==> src/rtl/perf_cyc_pkg.sv <==
package perf_cyc_pkg;

    typedef enum logic [1:0] {
        SEL_CYCLES  = 2'd0,
        SEL_INHIBIT = 2'd1,
        SEL_SUMMARY = 2'd2,
        SEL_NONE    = 2'd3
    } reg_sel_e;

    typedef enum logic {
        ST_COUNT = 1'b0,
        ST_HALT  = 1'b1
    } run_state_e;

endpackage

==> src/rtl/cyc_run_fsm.sv <==
module cyc_run_fsm
    import perf_cyc_pkg::*;
(
    input  logic clk,
    input  logic rst_n,
    input  logic inh_wr,
    input  logic inh_val,
    output logic run,
    output logic inh_bit
);

    run_state_e state_q;
    run_state_e state_d;

    // Next-state logic: T_STOP and T_RESUME
    always_comb begin
        state_d = state_q;
        unique case (state_q)
            ST_COUNT: if (inh_wr && inh_val)  state_d = ST_HALT;
            ST_HALT:  if (inh_wr && !inh_val) state_d = ST_COUNT;
            default:  state_d = ST_COUNT;
        endcase
    end

    // State register
    always_ff @(posedge clk or negedge rst_n) begin
        if (!rst_n) state_q <= ST_COUNT;
        else        state_q <= state_d;
    end

    // Outputs
    always_comb begin
        run     = 1'b0;
        inh_bit = 1'b0;
        unique case (state_q)
            ST_COUNT: run     = 1'b1;
            ST_HALT:  inh_bit = 1'b1;
            default:  run     = 1'b0;
        endcase
    end

    // inhibit bit follows the last value written to it
    p_inh_readback_r2: assert property (@(posedge clk) disable iff (!rst_n)
        inh_wr |=> (inh_bit == $past(inh_val)));

    // without a write the run state stays put
    p_inh_steady_r2: assert property (@(posedge clk) disable iff (!rst_n)
        !inh_wr |=> $stable(inh_bit));

endmodule

==> src/rtl/cyc_count_core.sv <==
module cyc_count_core #(
    parameter int CNT_W = 63
) (
    input  logic             clk,
    input  logic             rst_n,
    input  logic             run,
    input  logic             load,
    input  logic [CNT_W-1:0] load_val,
    output logic [CNT_W-1:0] count,
    output logic             wrap
);

    localparam logic [CNT_W-1:0] CNT_MAX = {CNT_W{1'b1}};

    logic [CNT_W-1:0] count_q;

    always_ff @(posedge clk or negedge rst_n) begin
        if (!rst_n)   count_q <= '0;
        else if (load) count_q <= load_val;
        else if (run)  count_q <= count_q + 1'b1;
    end

    assign count = count_q;
    assign wrap  = run && !load && (count_q == CNT_MAX);

    // one step per clock while running
    p_step_r1: assert property (@(posedge clk) disable iff (!rst_n)
        (run && !load) |=> (count == CNT_W'($past(count) + 1'b1)));

    // held while inhibited
    p_hold_r2: assert property (@(posedge clk) disable iff (!rst_n)
        (!run && !load) |=> $stable(count));

    // a load wins over the increment
    p_load_r6: assert property (@(posedge clk) disable iff (!rst_n)
        load |=> (count == $past(load_val)));

    // a rollover lands on zero
    p_wrap_zero_r3: assert property (@(posedge clk) disable iff (!rst_n)
        wrap |=> (count == '0));

endmodule

==> src/rtl/cyc_ovf_report.sv <==
module cyc_ovf_report (
    input  logic clk,
    input  logic rst_n,
    input  logic wrap,
    input  logic flag_wr,
    input  logic flag_val,
    output logic of_flag,
    output logic summary,
    output logic irq
);

    logic of_q;
    logic sum_q;
    logic irq_q;

    always_ff @(posedge clk or negedge rst_n) begin
        if (!rst_n) begin
            of_q  <= 1'b0;
            sum_q <= 1'b0;
            irq_q <= 1'b0;
        end else begin
            irq_q <= 1'b0;
            if (flag_wr) begin
                of_q <= flag_val;
                if (!flag_val) sum_q <= 1'b0;
            end else if (wrap) begin
                of_q  <= 1'b1;
                sum_q <= 1'b1;
                irq_q <= !sum_q;
            end
        end
    end

    assign of_flag = of_q;
    assign summary = sum_q;
    assign irq     = irq_q;

    // rollover raises flag and summary
    p_wrap_report_r3: assert property (@(posedge clk) disable iff (!rst_n)
        wrap |=> (of_flag && summary));

    // no request when summary was already set
    p_irq_gate_r4: assert property (@(posedge clk) disable iff (!rst_n)
        (wrap && summary) |=> !irq);

    // request only ever follows a rollover
    p_irq_cause_r4: assert property (@(posedge clk) disable iff (!rst_n)
        !wrap |=> !irq);

    // single-cycle pulse
    p_irq_pulse_r4: assert property (@(posedge clk) disable iff (!rst_n)
        irq |=> !irq);

    // acknowledge clears summary
    p_ack_clear_r5: assert property (@(posedge clk) disable iff (!rst_n)
        (flag_wr && !flag_val) |=> (!summary && !of_flag));

    // writing the flag as 1 leaves summary alone
    p_flag_set_r5: assert property (@(posedge clk) disable iff (!rst_n)
        (flag_wr && flag_val) |=> (of_flag && $stable(summary)));

endmodule

==> src/rtl/perf_cycle_counter.sv <==
module perf_cycle_counter
    import perf_cyc_pkg::*;
#(
    parameter int CNT_W = 63
) (
    input  logic             clk,
    input  logic             rst_n,
    input  logic             wr_en,
    input  logic [1:0]       wr_sel,
    input  logic [CNT_W:0]   wr_data,
    input  logic [1:0]       rd_sel,
    output logic [CNT_W:0]   rd_data,
    output logic             irq
);

    localparam int DW = CNT_W + 1;

    reg_sel_e         wsel;
    reg_sel_e         rsel;
    logic             cyc_wr;
    logic             inh_wr;
    logic             run;
    logic             inh_bit;
    logic [CNT_W-1:0] count;
    logic             wrap;
    logic             of_flag;
    logic             summary;

    assign wsel   = reg_sel_e'(wr_sel);
    assign rsel   = reg_sel_e'(rd_sel);
    assign cyc_wr = wr_en && (wsel == SEL_CYCLES);
    assign inh_wr = wr_en && (wsel == SEL_INHIBIT);

    cyc_run_fsm u_fsm (
        .clk     (clk),
        .rst_n   (rst_n),
        .inh_wr  (inh_wr),
        .inh_val (wr_data[0]),
        .run     (run),
        .inh_bit (inh_bit)
    );

    cyc_count_core #(.CNT_W(CNT_W)) u_core (
        .clk      (clk),
        .rst_n    (rst_n),
        .run      (run),
        .load     (cyc_wr),
        .load_val (wr_data[CNT_W-1:0]),
        .count    (count),
        .wrap     (wrap)
    );

    cyc_ovf_report u_ovf (
        .clk      (clk),
        .rst_n    (rst_n),
        .wrap     (wrap),
        .flag_wr  (cyc_wr),
        .flag_val (wr_data[CNT_W]),
        .of_flag  (of_flag),
        .summary  (summary),
        .irq      (irq)
    );

    always_comb begin
        rd_data = '0;
        unique case (rsel)
            SEL_CYCLES:  rd_data = {of_flag, count};
            SEL_INHIBIT: rd_data = {{(DW-1){1'b0}}, inh_bit};
            SEL_SUMMARY: rd_data = {{(DW-1){1'b0}}, summary};
            SEL_NONE:    rd_data = '0;
            default:     rd_data = '0;
        endcase
    end

    // summary register cannot be written directly
    p_sum_nowrite_r7: assert property (@(posedge clk) disable iff (!rst_n)
        (wr_en && (wsel == SEL_SUMMARY)) |=> $stable(summary));

    // counter runs out of reset
    p_reset_run_r8: assert property (@(posedge clk) disable iff (!rst_n)
        $rose(rst_n) |-> run);

endmodule

==> config.mk <==
export PLATFORM = sky130hd
export DESIGN_NAME = perf_cycle_counter
export DESIGN_NICKNAME = d
export VERILOG_FILES = /design/src/rtl/perf_cyc_pkg.sv /design/src/rtl/cyc_run_fsm.sv /design/src/rtl/cyc_count_core.sv /design/src/rtl/cyc_ovf_report.sv /design/src/rtl/perf_cycle_counter.sv
export SDC_FILE = /design/constraint.sdc
export NUM_CORES = 1
export LEC_CHECK = 0
export ABC_AREA = 1
export BUFFER_PORTS_ARGS = -buffer_cell sky130_fd_sc_hd__buf_2
export CORE_MARGIN = 10
export CORE_UTILIZATION = 50
export CTS_CLUSTER_SIZE = 16
export DETAILED_ROUTE_END_ITERATION = 10
export PLACE_DENSITY = 0.81
export SYNTH_ARGS = -nofsm -noshare
export SYNTH_HDL_FRONTEND = slang
export SYNTH_SLANG_ARGS = --single-unit
export TNS_END_PERCENT = 10
==> constraint.sdc <==
create_clock -name clk -period 1.7 [get_ports clk]
set_input_delay 0.51 -clock clk [delete_from_list [all_inputs] [get_ports clk]]
set_output_delay 0.51 -clock clk [all_outputs]
set_load 0.02 [all_outputs]
* After elaboration in Yosys (flattened, before gate mapping)
Index checks and enable logic that the tools add are counted.
** Word-level totals
- Register bits after elaboration :: 67
- Word-level logic and storage cells :: 41
- Output and inout port bits :: 65
- Bits of input ports :: 71
** Cells by class
- Bitwise gates (word level) :: 1
- Multiplexer cells :: 14
- Equal/unequal tests :: 7
- Reduce and logical (&&, ||, !) cells :: 13
- $add $sub $neg :: 1
** Operator list (number)
- $pmux 64 s4 :: 1
- $mux 63 :: 2
- $add 63x1->63 const B :: 1
- $eq 63x63->1 const B :: 1
- $mux 1 :: 10
- $logic_and 1x1->1 :: 6
- $eq 2x1->1 const B :: 2
- $eq 2x2->1 const B :: 2
- $logic_not 2->1 :: 2
- $logic_not 1->1 :: 3
- $ne 2x1->1 const B :: 1
- $ne 2x2->1 const B :: 1
- $pmux 1 s2 :: 1
- $reduce_and 2->1 :: 1
- $reduce_bool 2->1 :: 1
- $not 1->1 :: 1

* Longest topological paths before layout
- Depth after elaboration :: 7
- Mapped depth :: 11
- Gate-level depth less buffers :: 11

* Hierarchy
Synthesis repeated with hierarchy kept, for this count alone.
** Unflattened totals
- Cells, all modules :: 932
- Area, all modules :: 5914.4 um^2
** By module, submodules not included
- cyc_count_core :: cells each 773, sequential area each 1576.5 um^2, instances 1, area an instance 4902.2 um^2
- perf_cycle_counter :: cells each 142, sequential area each 0.0 um^2, instances 1, area an instance 857.1 um^2
- cyc_ovf_report :: cells each 11, sequential area each 75.1 um^2, instances 1, area an instance 111.4 um^2
- cyc_run_fsm :: cells each 6, sequential area each 25.0 um^2, instances 1, area an instance 43.8 um^2

* Worst setup path after synthesis
Ideal clock, no wire load.
- Path type :: input-to-output
- Start point :: input port rd_sel[1]
- End point :: output port rd_data[10]
- Arrival :: 1235 ps
- Stages :: 4
- Slack :: -45 ps
- Buffers on the path :: 1
- Data required time :: 1190 ps
- Cells stage by stage :: inv_1 > nand2_1 > clkbuf_1 > nor2_1
** On the way
- Longest elaborated chain between the ends :: 2
- Elaborated cells between the ends (all ways) :: 5
** RTL lines
- from (decl) :: line perf_cycle_counter.sv:11 : input logic [1:0] rd_sel,
- $eq 2x2->1 (tied with other cells) :: line perf_cycle_counter.sv:66 : unique case (rsel)
- $pmux 64 s4 * :: line perf_cycle_counter.sv:66
- to (decl) :: line perf_cycle_counter.sv:12 : output logic [CNT_W:0] rd_data,
Mark *: on every way between the ends. The rest lies on a longest branch, timed or not.

* Worst setup path in the final report
- Start point :: input port rd_sel[0]
- End point :: output port rd_data[3]
The elaborated chain is that of the path after synthesis.

==> impl_metrics.toml <==
[clock_network]
clk_path_buf_depth = 2
cts-buffers-inserted = 9
clock_insertion_delay_worst_skew_ns = 0.37
tritoncts = "yes"
cts_htree_levels = 3
clockRootBuffer = "sky130_fd_sc_hd__clkbuf_8"
clk_transition_reported_paths_ns = 0.08
cts_sinks = 67

[sta]
finalCriticalPeriod_ns = 1.82
grt_setup_unrepaired = "true"
worst_margin_pin_slew_ns = 0.399
setup_slack_ns = -0.125
timing.fmax_mhz = 548
finalCritPeriodShare_pct = 107
fin_skew_ns = 0.00879
slew-limit-headroom_pct = 73.4
timing_max_transition_violations_final = 0
setup_violations = 64
final-hold-violation-count = 0
setup-tns-final_ns = -3.18
final.hold.worst_slack_ns = 0.147

[layout]
final_cells = 1264
drive_gt1_share_pct = 31.7
layout_commonest_cell = "sky130_fd_sc_hd__nand2_1"
layout_net_count = 1192
mostFrequentLayoutCells = "323 x sky130_fd_sc_hd__nand2_1, 116 x sky130_fd_sc_hd__nor2_1, 99 x sky130_fd_sc_hd__inv_1"
finalCoreUtilization_pct = 71.6
final_cell_area_mm2 = 0.00770
n_fill_cell = 936
antenna-diode-count = 0
syn_to_final_growth_pct = 40.9

[critical_path]
worst_r2r_endpoint = "u_ovf.of_flag"
timing.critical_path.from = "rd_sel[0]"
worst_setup_path_endpoint = "rd_data[3]"
cp_data_arrival_time_ns = 1.31
category_of_the_most_critical_setup_path = "in2out"
timing.reg2reg.worst_path_depth = 10
worstPathMaxFanout = 19
critPathLaunchType = "input pin"
endpoint_kind = "output pin"
setup.reg_to_reg.worst_slack_ns = 0
reg_to_reg_start = "u_core.count[1]"
timing.critical_path.required_ns = 1.19

[placement]
numPlacedInstances = 1240
place.port_buffers = 135
global_placer_s_final_weighted_congestion = 0.968
hpwlAfterDp_um = 15600
place_area_mm2 = 0.00677

[detailed_routing]
totalWireLength_um = 21300
dr_total_vias = 6745
routed_wire_length_per_instance_um = 16.8
route.detailed.drc = 0
ant_nets = 0
post_drt_via_cell_ratio = 5.34
drt_iter0_markers = 636
first_pass_detailed_route_iteration_total = 5

[floorplanning]
core.rowCount = 38
die-area_mm2 = 0.0155
fp.coreArea_mm2 = 0.0107
start_util_pct = 50.8
fp.dieW_um = 125
num_io_pins = 136
die_y_um = 125

[yosys]
yosys-top-cells-area = "sky130_fd_sc_hd__dfrtp_1 31%, sky130_fd_sc_hd__nand2_1 23%, sky130_fd_sc_hd__nor2_1 13%"
synth_seq_cells = 67
post_synth_num_cell_types = 28
synth.cell_area_mm2 = 0.00546
synth_top_cell_area_share_pct = 30.7
synth_warnings = 0
synth.largest_area_cell = "sky130_fd_sc_hd__dfrtp_1"
syn_area_per_cell_um2 = 5.88
synth_sequential_area_ratio_pct = 30.7
syn_nets = 1001
postSynthCellCount = 929

[run_status]
violations_in_the_final_reports = "setup timing"
run_status = "finished, violations left"

[global_route]
via_count_of_the_first_global_routing_pass = 6459
grt_max_degree = 68
globalRouteOverflowTotal = 0
antenna_found_initial = 0
gr-usage-all-layers_pct = 25.7
first_pass_grt_wire_length_um = 33200

[power_and_ir_drop]
leakage_nw = 3.43
cellPowerDensity_mw_per_mm2 = 974
max_rail_drop_vdd_mv = 0.831

[job]
maxCapViolCount = 0

[worst_hold_path]
worst_hold_path_type = "in2async"
==> area by class of cell <==
type | instances | area [um^2] | area share (%)
Inverter | 110 | 418 | 5.43
Tap cell | 140 | 175 | 2.28
Clock inverter | 3 | 15.0 | 0.195
Multi-Input combinational cell | 728 | 3630 | 47.1
Clock buffer | 12 | 145 | 1.89
Timing Repair Buffer | 204 | 1630 | 21.2
Sequential cell | 67 | 1690 | 21.9
==> routing by layer <==
metal	share of wire, %	global-route usage (%)	up-vias	wire length [um]
li1	-	-	3265	-
met1	41	33.9	3123	8790
met2	48	41.7	316	10300
met3	7.9	4.72	41	1670
met4	2.5	8.09	0	529
met5	0	0	-	0
==> registers in the layout (all words and copies together) (netlist names), named ones only <==
signal / cells
u_ovf.summary: 1
u_core.count: 63
u_ovf.of_flag: 1
u_ovf.irq: 1
==> cell usage after synthesis (all sizes together) <==
cell    instances
nand2         343
nor2          207
inv           109
dfrtp          67
nand3          58
o21ai          48
xor2           23
clkbuf         17
nand4          16
o211ai          8
o221ai          8
buf             7
o21bai          6
a21oi           4
nand3b          3
a31oi           1
clkinv          1
ha              1
nor3b           1
xnor2           1
==> metrics by stage <==
| stage | power (mW) | setup slack (ns) |
|---|---|---|
| 6_report | 7.50 | -0.125 |
| 5_1_grt | 7.99 | -0.167 |
| 4_1_cts | 7.10 | -0.0613 |
| 3_5_place_dp | 5.67 | -0.102 |
| 3_3_place_gp | 5.61 | -0.0553 |
| 2_1_floorplan | 4.47 | -0.0453 |
==> what timing repair did <==
action / 4_1_cts / 5_1_grt
pin swaps: 2 / 9
hold endpoints to repair: 0 / 0
hold buffers: 0 / 0
resized for setup: 103 / 133
setup endpoints to repair: 66 / 112
buffers inserted: 2 / 5
gates cloned: 2 / 0
==> worst max-delay path, stage by stage <==
cell and delay (ns):
sky130_fd_sc_hd__buf_2 0.12, sky130_fd_sc_hd__inv_4 0.08, sky130_fd_sc_hd__nand2_8 0.10, sky130_fd_sc_hd__buf_16 0.18, sky130_fd_sc_hd__nor2_1 0.13, sky130_fd_sc_hd__buf_4 0.17
==> cell families (layout without fill, tap and decap cells) <==
logic type	count (synthesis)	count (layout)	synth area share, %
buffers and inverters	134	329	9.37
AND/OR/NAND/NOR	628	628	47.8
XOR/XNOR	24	24	3.85
AO/OA/AOI/OAI	75	75	8.09
adder cells (fa/ha/maj)	1	1	0.229
flip-flops	67	67	30.7
==> how the worst min path moves through the flow <==
stage,to
3_3_place_gp,u_ovf.irq
4_1_cts,u_core.count[2]
6_report,u_core.count[2]
2_1_floorplan,async pin
5_1_grt,u_core.count[2]
3_5_place_dp,u_ovf.irq
==> report_power, final <==
group,total (mW),switching (mW),internal (mW),leakage (nW)
clock network,1.23,0.671,0.556,0.0860
registers,2.83,0.694,2.14,0.842
logic,3.44,2.06,1.38,2.50
Note: power is estimated with default switching activity, not from simulation.
